==> src/rtl/vlcfg_pkg.sv <==
package vlcfg_pkg;
  parameter int INSTR_W = 32;
  parameter int IDX_W   = 5;
  parameter int IMM_W   = 11;
  parameter int OPC_W   = 7;
  parameter int F3_W    = 3;

  parameter logic [OPC_W-1:0] OPC_VEC = 7'b1010111;
  parameter logic [F3_W-1:0]  F3_CFG  = 3'b111;

  localparam int RD_LSB  = OPC_W;
  localparam int F3_LSB  = RD_LSB + IDX_W;
  localparam int RS1_LSB = F3_LSB + F3_W;
  localparam int IMM_LSB = RS1_LSB + IDX_W;
  localparam int RSV_BIT = IMM_LSB + IMM_W;

  typedef struct packed {
    logic             illegal;
    logic [IMM_W-1:0] imm;
    logic [IDX_W-1:0] rs1;
    logic [IDX_W-1:0] rd;
  } vlcfg_op_t;
endpackage

==> src/rtl/vlcfg_decode.sv <==
module vlcfg_decode
  import vlcfg_pkg::*;
#(
  parameter int XLEN = 64
) (
  input  logic [INSTR_W-1:0] instr_i,
  output logic               hit_o,
  output vlcfg_op_t          op_o
);
  localparam logic [31:0] LIMIT = 32'(XLEN);

  logic             opc_ok;
  logic             f3_ok;
  logic             reserved;
  logic             oversize;
  logic [IMM_W-1:0] imm;

  always_comb begin
    imm      = instr_i[IMM_LSB +: IMM_W];
    opc_ok   = (instr_i[OPC_W-1:0] == OPC_VEC);
    f3_ok    = (instr_i[F3_LSB +: F3_W] == F3_CFG);
    reserved = instr_i[RSV_BIT];
    oversize = (32'(imm) > LIMIT);
    hit_o    = opc_ok && f3_ok;
    op_o.illegal = reserved || oversize;
    op_o.imm     = imm;
    op_o.rs1     = instr_i[RS1_LSB +: IDX_W];
    op_o.rd      = instr_i[RD_LSB +: IDX_W];
  end
endmodule

==> src/rtl/vlcfg_calc.sv <==
module vlcfg_calc
  import vlcfg_pkg::*;
#(
  parameter int XLEN = 64
) (
  input  logic [IMM_W-1:0] imm_i,
  input  logic [IDX_W-1:0] rs1_i,
  input  logic [IDX_W-1:0] rd_i,
  input  logic [XLEN-1:0]  rf_rdata_i,
  input  logic             fwd_en_i,
  input  logic [IDX_W-1:0] fwd_addr_i,
  input  logic [XLEN-1:0]  fwd_data_i,
  output logic [XLEN-1:0]  vl_o,
  output logic             wen_o
);
  logic [XLEN-1:0] imm_x;
  logic [XLEN-1:0] src;
  logic            fwd_hit;

  always_comb begin
    imm_x   = XLEN'(imm_i);
    fwd_hit = fwd_en_i && (fwd_addr_i == rs1_i);
    src     = fwd_hit ? fwd_data_i : rf_rdata_i;
    if (rs1_i == '0) begin
      vl_o = imm_x;
    end else if (src < imm_x) begin
      vl_o = src;
    end else begin
      vl_o = imm_x;
    end
    wen_o = (rd_i != '0);
  end
endmodule

==> src/rtl/vlcfg_unit.sv <==
module vlcfg_unit
  import vlcfg_pkg::*;
#(
  parameter int XLEN = 64
) (
  input  logic               clk,
  input  logic               rst_n,
  input  logic               instr_valid_i,
  input  logic [INSTR_W-1:0] instr_i,
  output logic [IDX_W-1:0]   rf_raddr_o,
  input  logic [XLEN-1:0]    rf_rdata_i,
  output logic               rf_we_o,
  output logic [IDX_W-1:0]   rf_waddr_o,
  output logic [XLEN-1:0]    rf_wdata_o,
  output logic [IMM_W-1:0]   maxvl_o,
  output logic [IDX_W-1:0]   vlreg_o,
  output logic               trap_o,
  output logic               done_o
);
  logic            dec_hit;
  vlcfg_op_t       dec_op;

  logic            s1_vld_d, s1_vld_q;
  vlcfg_op_t       s1_q;
  logic            s1_en;

  logic [XLEN-1:0] calc_vl;
  logic            calc_wen;
  logic            exec_ok;

  logic             done_d, done_q;
  logic             trap_d, trap_q;
  logic             we_d, we_q;
  logic [IDX_W-1:0] waddr_q;
  logic [XLEN-1:0]  wdata_q;
  logic [IMM_W-1:0] maxvl_d, maxvl_q;
  logic [IDX_W-1:0] vlreg_d, vlreg_q;

  vlcfg_decode #(.XLEN(XLEN)) u_dec (
    .instr_i (instr_i),
    .hit_o   (dec_hit),
    .op_o    (dec_op)
  );

  // stage 1: accept
  always_comb begin
    s1_vld_d = instr_valid_i && dec_hit;
    s1_en    = s1_vld_d;
  end

  always_ff @(posedge clk or negedge rst_n) begin
    if (!rst_n) begin
      s1_vld_q <= 1'b0;
      s1_q     <= '0;
    end else begin
      s1_vld_q <= s1_vld_d;
      if (s1_en) begin
        s1_q <= dec_op;
      end
    end
  end

  assign rf_raddr_o = s1_q.rs1;

  vlcfg_calc #(.XLEN(XLEN)) u_calc (
    .imm_i      (s1_q.imm),
    .rs1_i      (s1_q.rs1),
    .rd_i       (s1_q.rd),
    .rf_rdata_i (rf_rdata_i),
    .fwd_en_i   (we_q),
    .fwd_addr_i (waddr_q),
    .fwd_data_i (wdata_q),
    .vl_o       (calc_vl),
    .wen_o      (calc_wen)
  );

  // stage 2: execute / retire
  always_comb begin
    exec_ok = s1_vld_q && !s1_q.illegal;
    done_d  = s1_vld_q;
    trap_d  = s1_vld_q && s1_q.illegal;
    we_d    = exec_ok && calc_wen;
    maxvl_d = exec_ok ? s1_q.imm : maxvl_q;
    vlreg_d = exec_ok ? s1_q.rd  : vlreg_q;
  end

  always_ff @(posedge clk or negedge rst_n) begin
    if (!rst_n) begin
      done_q  <= 1'b0;
      trap_q  <= 1'b0;
      we_q    <= 1'b0;
      waddr_q <= '0;
      wdata_q <= '0;
      maxvl_q <= '0;
      vlreg_q <= '0;
    end else begin
      done_q  <= done_d;
      trap_q  <= trap_d;
      we_q    <= we_d;
      maxvl_q <= maxvl_d;
      vlreg_q <= vlreg_d;
      if (exec_ok) begin
        waddr_q <= s1_q.rd;
        wdata_q <= calc_vl;
      end
    end
  end

  assign rf_we_o    = we_q;
  assign rf_waddr_o = waddr_q;
  assign rf_wdata_o = wdata_q;
  assign maxvl_o    = maxvl_q;
  assign vlreg_o    = vlreg_q;
  assign trap_o     = trap_q;
  assign done_o     = done_q;


  ignored_quiet_chk: assert property (@(posedge clk) disable iff (!rst_n)
    !done_o |-> (!rf_we_o && !trap_o && $stable(maxvl_o) && $stable(vlreg_o)));


  trap_no_effect_chk: assert property (@(posedge clk) disable iff (!rst_n)
    trap_o |-> (done_o && !rf_we_o && $stable(maxvl_o) && $stable(vlreg_o)));


  vl_bounded_chk: assert property (@(posedge clk) disable iff (!rst_n)
    rf_we_o |-> (rf_wdata_o <= XLEN'(maxvl_o)));


  no_x0_write_chk: assert property (@(posedge clk) disable iff (!rst_n)
    rf_we_o |-> (rf_waddr_o != '0 && done_o));


  write_to_vlreg_chk: assert property (@(posedge clk) disable iff (!rst_n)
    rf_we_o |-> (rf_waddr_o == vlreg_o));


  done_latency_chk: assert property (@(posedge clk) disable iff (!rst_n)
    done_o |-> $past(instr_valid_i && dec_hit, 2));
endmodule

==> config.mk <==
export PLATFORM = sky130hd
export DESIGN_NAME = vlcfg_unit
export DESIGN_NICKNAME = d
export VERILOG_FILES = /design/src/rtl/vlcfg_pkg.sv /design/src/rtl/vlcfg_decode.sv /design/src/rtl/vlcfg_calc.sv /design/src/rtl/vlcfg_unit.sv
export SDC_FILE = /design/constraint.sdc
export NUM_CORES = 1
export LEC_CHECK = 0
export BUFFER_PORTS_ARGS = -buffer_cell sky130_fd_sc_hd__buf_4
export CAP_MARGIN = 40
export CORE_MARGIN = 10
export CORE_UTILIZATION = 42
export DETAILED_ROUTE_END_ITERATION = 7
export GPL_TIMING_DRIVEN = 0
export PLACE_DENSITY = 0.71
export SLEW_MARGIN = 15
export SYNTH_ARGS = -nofsm -noshare
export SYNTH_HDL_FRONTEND = slang
export SYNTH_SLANG_ARGS = --single-unit
export TNS_END_PERCENT = 20
==> constraint.sdc <==
create_clock -name clk -period 4.6 [get_ports clk]
set_clock_uncertainty 0.15 [all_clocks]
set_input_delay 0.46 -clock clk [delete_from_list [all_inputs] [get_ports clk]]
set_output_delay 0.46 -clock clk [all_outputs]
set_load 0.03 [all_outputs]
Yosys cells after proc, flatten, opt, wreduce, memory -nomap -nowiden --
Index checks and enable logic that the tools add are counted. Widths: inputs -> output; s select.
Cells by class: $lt $le $gt $ge 2, reductions and logical operators 10, eq/ne operators 3, muxes and demuxes 3
Operators with widths (count):
- $mux 64 | 3
- $lt 64x11->1 | 1
- $gt 11x7->1 const B | 1
- $eq 7x7->1 const B | 1
- $logic_and 1x1->1 | 6
- $eq 5x5->1 | 1
- $logic_not 5->1 | 1
- $reduce_bool 5->1 | 1
- $eq 3x3->1 const B | 1
- $logic_not 1->1 | 1
- $logic_or 1x1->1 | 1
Word-level totals: logic and storage cells 29, output and inout bits 93, flip-flop bits (word level) 106, input port bits 99

Longest topological paths before layout --
Gate-level depths: netlist of the first run.
word-level depth 6, mapped depth 15, mapped depth without buffers 13

Cells and area by module --
Synthesis of the first run repeated with hierarchy kept, for this count alone.
Unflattened totals: cells, all modules 440, area, all modules 5984.5 um^2
By module, submodules not included:
- vlcfg_unit | cells an instance 234, instances 1, area each 4398.0 um^2
- vlcfg_calc | cells an instance 177, instances 1, area each 1376.3 um^2
- vlcfg_decode | cells an instance 29, instances 1, area each 210.2 um^2

Worst setup path before layout of the first run --
OpenSTA, ideal clock, no wires.
path type register -> register, start register waddr_q[3], in the netlist rf_waddr_o[3], end register wdata_q[10], in the netlist rf_wdata_o[10], data arrival time 3.488 ns, path slack 0.895 ns, cell stages (with the launch flop) 15, path buffers 2, period minus slack after synthesis 3.705 ns, setup time 0.068 ns, required time 4.382 ns, path through dfrtp_1 -> xor2_1 -> or4b_4 -> nor2_1 -> clkbuf_1 -> nand2_1 -> nand2_1 -> ha_1 -> nand2_1 -> o21ai_0 -> o211ai_1 -> o311ai_4 -> buf_6 -> mux2_4 -> nand3_2
Between the ends: cells in the longest elaborated chain, start to end 6
Ends and longest elaborated chain:
- from (decl) | RTL line vlcfg_unit.sv:34 | logic [IDX_W-1:0] waddr_q;
- from (signal assigned) | RTL line vlcfg_unit.sv:103 | waddr_q <= s1_q.rd;
- $eq 5x5->1 (*) | RTL line vlcfg_calc.sv:22 | fwd_hit = fwd_en_i && (fwd_addr_i == rs1_i);
- $logic_and 1x1->1 (*) | RTL line vlcfg_calc.sv:22
- $mux 64 (*) | RTL line vlcfg_calc.sv:23 | src = fwd_hit ? fwd_data_i : rf_rdata_i;
- $lt 64x11->1 | RTL line vlcfg_calc.sv:26 | end else if (src < imm_x) begin
- $mux 64 (*) | RTL line vlcfg_calc.sv:26
- $mux 64 (*) | RTL line vlcfg_calc.sv:24 | if (rs1_i == '0) begin
- to (signal assigned) | RTL line vlcfg_unit.sv:104 | wdata_q <= calc_vl;
- to (decl) | RTL line vlcfg_unit.sv:35 | logic [XLEN-1:0] wdata_q;
Mark *: on every way between the ends. The rest lies on a longest branch, timed or not. A chain may end at the register's enable or synchronous reset.

Worst setup path in the final report of the first run --
start register waddr_q[3], in the netlist rf_waddr_o[3], end register wdata_q[3], in the netlist rf_wdata_o[3]
Same word-level chain as after synthesis.

==> metrics.csv, run 1 <==
metric;value;unit
TritonRoute pass-1 iters;4;
clock slew seen by the registers of the worst setup and hold paths;70;ps
Crit Path Class;flip-flop to flip-flop;
largest net degree at the start of global routing;63;
highest metal used;met4;
First DRT Iteration DRCs;352;
wl on met1;6.24;mm
GPL Wtd Cong;0.911;
r2r setup slk;500;ps
Power Density;275;nW/um^2
Tightest Pin Transition;856;ps
cts bufs inserted;9;
Maximum Capacitance Violations;0;
WL met3;1.07;mm
P_sw;0.444;mW
part of the Yosys area used for sequential elements;55.2;%
EDFF count, synth;0;
Synth top area share;55.2;%
CP top delay family;simple AND/OR/NAND/NOR gates;
post-CTS setup buffer count;0;
R2R Path Start;rf_waddr_o[3];
Remaining Overflow, GRT;0;
sw frac;23.9;%
final setup vio count;0;
routed vias;4104;
Final Slew Violations;0;
Peak supply drop;0.348;mV
status;finished, final reports clean;
Layout area overhead;40.5;%
number of global-route vias before repair;4373;
part of the power in combinational logic;8.0;%
share of cells above drive strength 1;37.3;%
Syn Inst Count;454;
Synth area leader;dfrtp_1;
vias per cell;5.11;
post-synth cell types;42;
Cell Int Power;1.41;mW
Die Area;16100;sq um
CTS tree;built;
first-pass GRT wire length;23.8;mm
post-route core utilization;61.2;%
fillcell total;943;
die width;127;um
crit path from;rf_waddr_o[3];
H-tree depth;3;
Yosys warnings;0;
Syn Std Cell Area;4800;sq um
die height;127;um
final hold vios;0;
Worst Setup Start Kind;flip-flop;
Max FO, Critical Path;10;
hold path start;instr_i[16];
Rel. slew slack;42.5;%
antenna-violating nets left;0;
async set or reset register ratio after synthesis;100;%
met2 wire length;7.41;mm
post-cts sizing count;0;
CTS root buf;clkbuf_16;
sequential group share of total power;50.9;%
Antenna diodes;0;
CP max-delay cell;or4b_4;
Avg WL per Cell;18.6;um
syn nets;563;
Rows;38;
GRT Total Usage;18.4;%
clock sinks;106;
Clock Path Buffers;2;
hold crit path type;input port to flip-flop;
Critical Path RT;4740;ps
DR DRC count;0;
RSZ-0062 raised after global routing;false;
Slowest Stage Delay on Critical Path;560;ps
Tcrit/Tclk final;89.2;%
Fin Hold WS;172;ps
Post-DP HPWL;12.0;mm
WP buf/inv;2;
leakage;3.61;nW
initial antenna violation count;0;
most frequent cells in the layout;buf_4 (200), dfrtp_1 (106), nand2_1 (104), and2_1 (55), nor4_1 (26);
fin nets;767;
initial core utilization;43.6;%
cts hold-fix bufs;1;
Syn Area/Cell;10.6;sq um
final wirelength;14.9;mm
worst skew pair latency;350;ps
port bufs;191;
commonest non-fill, non-tap cell in the layout;buf_4;
min Tclk post-route;4100;ps
largest cells by area after synthesis;dfrtp_1 (55%), nand2_1 (8.1%), and2_1 (7.2%);
dpl ws;507;ps
Setup TNS;0;ps
core area;11000;sq um
CP arrival;4240;ps
clock group share of total power;41.1;%
Critical Path, Cell by Cell;xor2_1, or4b_4, nor2_1, clkbuf_1, nand2_1, nand2_1, ha_1, a21oi_1, o21ai_0, o211ai_1, o311ai_4, buf_6, mux2_4, nand3_2;
Main synth FF type;dfrtp_1;
flops & latches, synth;106;
crit-path most repeated cell;nand2_1;
slack of the critical path;499;ps
Highest Clock Rate;0.244;GHz
IO Pins;192;
Critical Path Sink Type;flip-flop;
[cell usage after synthesis (2+ instances only)]
| cell type | instances |
|---|---|
| ha_1 | 10 |
| nor2b_1 | 2 |
| nand2_1 | 104 |
| nand4b_1 | 2 |
| nand3_1 | 4 |
| dfrtp_1 | 106 |
| nor4_1 | 26 |
| o21ai_1 | 11 |
| o21ai_2 | 2 |
| buf_4 | 10 |
| mux2_4 | 10 |
| xnor2_1 | 2 |
| inv_1 | 12 |
| o211ai_1 | 2 |
| clkbuf_1 | 17 |
| mux2_1 | 11 |
| a21oi_1 | 6 |
| nand4_1 | 17 |
| nand3_2 | 10 |
| and2_1 | 55 |
| nor2_1 | 7 |
| xor2_1 | 3 |
| nor3_1 | 5 |
| or4_1 | 2 |
[layer usage]
layer	global-route usage, %	vias to the layer above
li1	-	1957
met1	22.5	2004
met2	30.6	130
met3	5.79	13
met4	5.29	0
met5	0	-
[worst paths after layout]
| kind | endpoint | depth (start not counted) |
|---|---|---|
| min in group asynchronous | rf_wdata_o[51] | 2 |
| min reg2reg | done_o | 0 |
| max reg2reg | rf_wdata_o[3] | 14 |
| max in group asynchronous | s1_q[17] | 3 |
| min | rf_raddr_o[1] | 2 |
| max | rf_wdata_o[3] | 14 |
[logic make-up (layout without fill, tap and decap cells)]
kind of cell,after synthesis,count (layout),synth area share [%]
AO/OA/AOI/OAI,31,31,4.84
multiplexers,22,22,5.94
adder cells (fa/ha/maj),10,10,2.60
XOR/XNOR,5,5,0.912
flip-flops,106,106,55.2
buffers and inverters,42,251,4.24
AND/OR/NAND/NOR,238,238,26.3
[registers in the layout (all words and copies together) (netlist names)]
name	cells
rf_wdata_o	64
s1_q	17
maxvl_o	11
rf_raddr_o	5
rf_waddr_o	5
done_d	1
done_o	1
rf_we_o	1
trap_o	1
[per-stage QoR]
stage	power, mW	instance area, sq um	cells
after floorplan	1.01	4800	454
after global placement	1.11	6410	785
after detailed placement	1.11	6440	786
after CTS	1.88	6750	803
after global routing	1.92	6750	803
final	1.86	6750	803
[layout make-up]
class | instances | area (sq um) | share of cell area (%)
clock buffers | 10 | 239 | 3.54
clock inverters | 6 | 56.3 | 0.834
multi-input cells | 306 | 1950 | 28.9
well taps | 140 | 175 | 2.59
flip-flops and latches | 106 | 2650 | 39.3
inverters | 12 | 45.0 | 0.667
repair buffers | 193 | 1480 | 21.9
plain buffers | 30 | 159 | 2.35
[power by group through the flow]
stage	registers [mW]	clock network [mW]	logic (mW)
after floorplan	0.973	0	0.0321
after global placement	0.964	0	0.143
after detailed placement	0.965	0	0.150
after CTS	0.946	0.781	0.151
after global routing	0.947	0.814	0.163
final	0.946	0.763	0.149
[worst reg2reg max path, stage by stage, from the launching register on]
cell,delay (ps)
dfrtp_1,440
xor2_1,190
or4b_4,560
nor2_1,180
clkbuf_1,450
nand2_1,150
nand2_1,100
ha_1,140
a21oi_1,60
o21ai_0,410
o211ai_1,230
o311ai_4,360
buf_6,240
mux2_4,320
nand3_2,60
(Power assumes the default switching activity.)
==> run 2: changes to the inputs <==
- ABC_AREA: default -> 1
- PLACE_DENSITY: 0.71 -> 0.69
==> run 2 against run 1 <==
Effect of this change:
- synthesized area up 17%
- total power grew 4.6%
- synthesized cell count grew 67%
- wire length is 20% higher
==> metrics.csv, run 2 <==
metric;value;unit;change
clock slew seen by the registers of the worst setup and hold paths;70;ps;about the same
Crit Path Class;flip-flop to flip-flop;;
cts bufs inserted;9;;unchanged
IO Pins;192;;unchanged
Remaining Overflow, GRT;0;;unchanged
clock sinks;106;;unchanged
post-route core utilization;58.0;%;-3.2 points
leakage;4.33;nW;+20%
Fin Hold WS;155;ps;-16.6 ps
antenna-violating nets left;0;;unchanged
Syn Area/Cell;7.45;sq um;-30%
vias per cell;4.65;;-8.9%
cts hold-fix bufs;1;;unchanged
async set or reset register ratio after synthesis;100;%;unchanged
final instance area;7660;sq um;+13%
final setup vio count;0;;unchanged
die height;136;um;+7.0%
Layout area overhead;35.7;%;
TritonRoute pass-1 iters;5;;+1
number of global-route vias before repair;5184;;+19%
register area;2650;sq um;unchanged
min Tclk post-route;3810;ps;-293 ps
post-CTS setup buffer count;0;;unchanged
part of the Yosys area used for sequential elements;47.0;%;-8.2 points
hold crit path type;input port to flip-flop;;
CP arrival;3900;ps;-340 ps
Peak supply drop;0.139;mV;-60%
Syn Inst Count;757;;+67%
Rows;42;;+11%
Largest Register;rf_wdata_o;;
Post-DP HPWL;13.8;mm;+15%
Avg WL per Cell;15.6;um;-16%
First DRT Iteration DRCs;327;;-7.1%
share of cells above drive strength 1;28.4;%;-8.9 points
Critical Path RT;4690;ps;-50 ps
EDFF count, synth;0;;unchanged
Yosys warnings;0;;unchanged
fillcell total;1303;;+38%
final hold vios;0;;unchanged
Design Power;1.94;mW;+4.6%
DR DRC count;0;;unchanged
commonest non-fill, non-tap cell in the layout;buf_4;;
Setup TNS;0;ps;unchanged
Placed Instances;1125;;+43%
GPL Wtd Cong;0.861;;-5.5%
Final Slew Violations;0;;unchanged
Synth top area share;47.0;%;-8.2 points
Syn Std Cell Area;5640;sq um;+17%
Highest Clock Rate;0.263;GHz;+7.7%
die width;136;um;+7.0%
fin nets;1070;;+40%
max FFs per register;64;;unchanged
most frequent cells in the layout;buf_4 (200), nand2_1 (190), inv_1 (150), nor2_1 (119), dfrtp_1 (106);;
Clock Path Buffers;2;;unchanged
Power Density;254;nW/um^2;-7.8%
status;finished, final reports clean;;
Worst Setup Start Kind;flip-flop;;
GRT Total Usage;19.2;%;+0.74 points
port bufs;191;;unchanged
post-cts sizing count;0;;unchanged
worst skew pair latency;350;ps;about the same
syn nets;866;;+54%
first-pass GRT wire length;27.8;mm;+17%
Rel. slew slack;54.4;%;+12 points
top cells by count, synth;nand2_1 (190), inv_1 (150), nor2_1 (119), dfrtp_1 (106), nand4_1 (35);;
largest cells by area after synthesis;dfrtp_1 (47%), nand2_1 (13%), inv_1 (10%);;
slack of the critical path;792;ps;+293 ps
final non-filler cell total;1142;;+42%
largest net degree at the start of global routing;71;;+13%
CTS root buf;clkbuf_16;;
Tightest Pin Transition;684;ps;-173 ps
multi-input logic area;2180;sq um;+12%
placed instance area;7330;sq um;+14%
H-tree depth;3;;unchanged
final wirelength;17.9;mm;+20%
r2r setup slk;790;ps;+290 ps
initial antenna violation count;0;;unchanged
dpl ws;779;ps;+273 ps
Main synth FF type;dfrtp_1;;
post-synth cell types;33;;-21%
Maximum Capacitance Violations;0;;unchanged
Die Area;18500;sq um;+15%
CTS tree;built;;
Antenna diodes;0;;unchanged
routed vias;5316;;+30%
Synth area leader;dfrtp_1;;
most frequent cell after synthesis;nand2_1;;
flops & latches, synth;106;;unchanged
core area;13200;sq um;+20%
RSZ-0062 raised after global routing;false;;
Tcrit/Tclk final;82.8;%;-6.4 points
Max FO, Critical Path;10;;unchanged
Critical Path Sink Type;flip-flop;;
initial core utilization;42.8;%;-0.79 points
==> run 2: changes by cell type after synthesis, moves of 9 or more <==
cell / previous run / this run
inv_1: 12 / 150
nor2_1: 7 / 119
nand2_1: 104 / 190
and2_1: 55 / 0
o21ai_0: 1 / 26
nor4_1: 26 / 3
nand4_1: 17 / 35
buf_2: 1 / 14
mux2_1: 11 / 0
nand2_2: 0 / 11
a21oi_2: 0 / 10
mux2_4: 10 / 0
mux2_2: 1 / 10
==> run 2: path summary, 6_finish.rpt <==
path | start | endpoint | cells after the start
worst min register to register | done_d | done_o | 0
worst max register to register | rf_raddr_o[4] | rf_wdata_o[1] | 19
max in group asynchronous | rst_n | maxvl_o[0] | 3
worst max-delay path | rf_raddr_o[4] | rf_wdata_o[1] | 19
min in group asynchronous | rst_n | rf_wdata_o[29] | 2
worst min-delay path | instr_i[15] | rf_raddr_o[0] | 3
==> run 2: where the power goes <==
group,switching (mW),internal (mW),total [mW]
Combinational,0.0773,0.0873,0.165
Clock,0.349,0.491,0.840
Sequential,0.00297,0.936,0.939
Total,0.430,1.51,1.94
==> run 2: layout make-up <==
| class | instances | area share [%] |
|---|---|---|
| clock inverters | 5 | 1.01 |
| well taps | 176 | 2.88 |
| clock buffers | 11 | 3.17 |
| inverters | 153 | 7.57 |
| repair buffers | 193 | 19.3 |
| flip-flops and latches | 106 | 34.6 |
| plain buffers | 41 | 2.93 |
| multi-input cells | 457 | 28.5 |
==> run 2: cells by family after synthesis <==
family | share of synthesized area [%]
adder cells (fa/ha/maj) | 2.22
AO/OA/AOI/OAI | 6.52
AND/OR/NAND/NOR | 28.0
multiplexers | 2.00
buffers and inverters | 14.2
flip-flops | 47.0
==> run 2: critical path, stage by stage, from the launching register on <==
cell	delay, ps
dfrtp_1	400
inv_1	110
nand2_1	60
nand2_1	110
nor2_4	80
nand3_2	100
buf_6	150
buf_6	160
clkbuf_1	440
mux2_2	450
ha_1	200
a31o_2	220
nor2_1	110
nand3_1	100
nor2_1	100
nand2_1	110
nor2_4	180
nand3_2	240
nand2_1	160
a21oi_2	60
==> run 2: metal layers <==
metal | wire, um | global-route usage, % | vias up
met5 | 0 | 0 | -
met4 | 357 | 6.33 | 0
met3 | 1700 | 5.98 | 20
met2 | 8210 | 30.6 | 196
met1 | 7610 | 24.2 | 2410
li1 | - | - | 2690
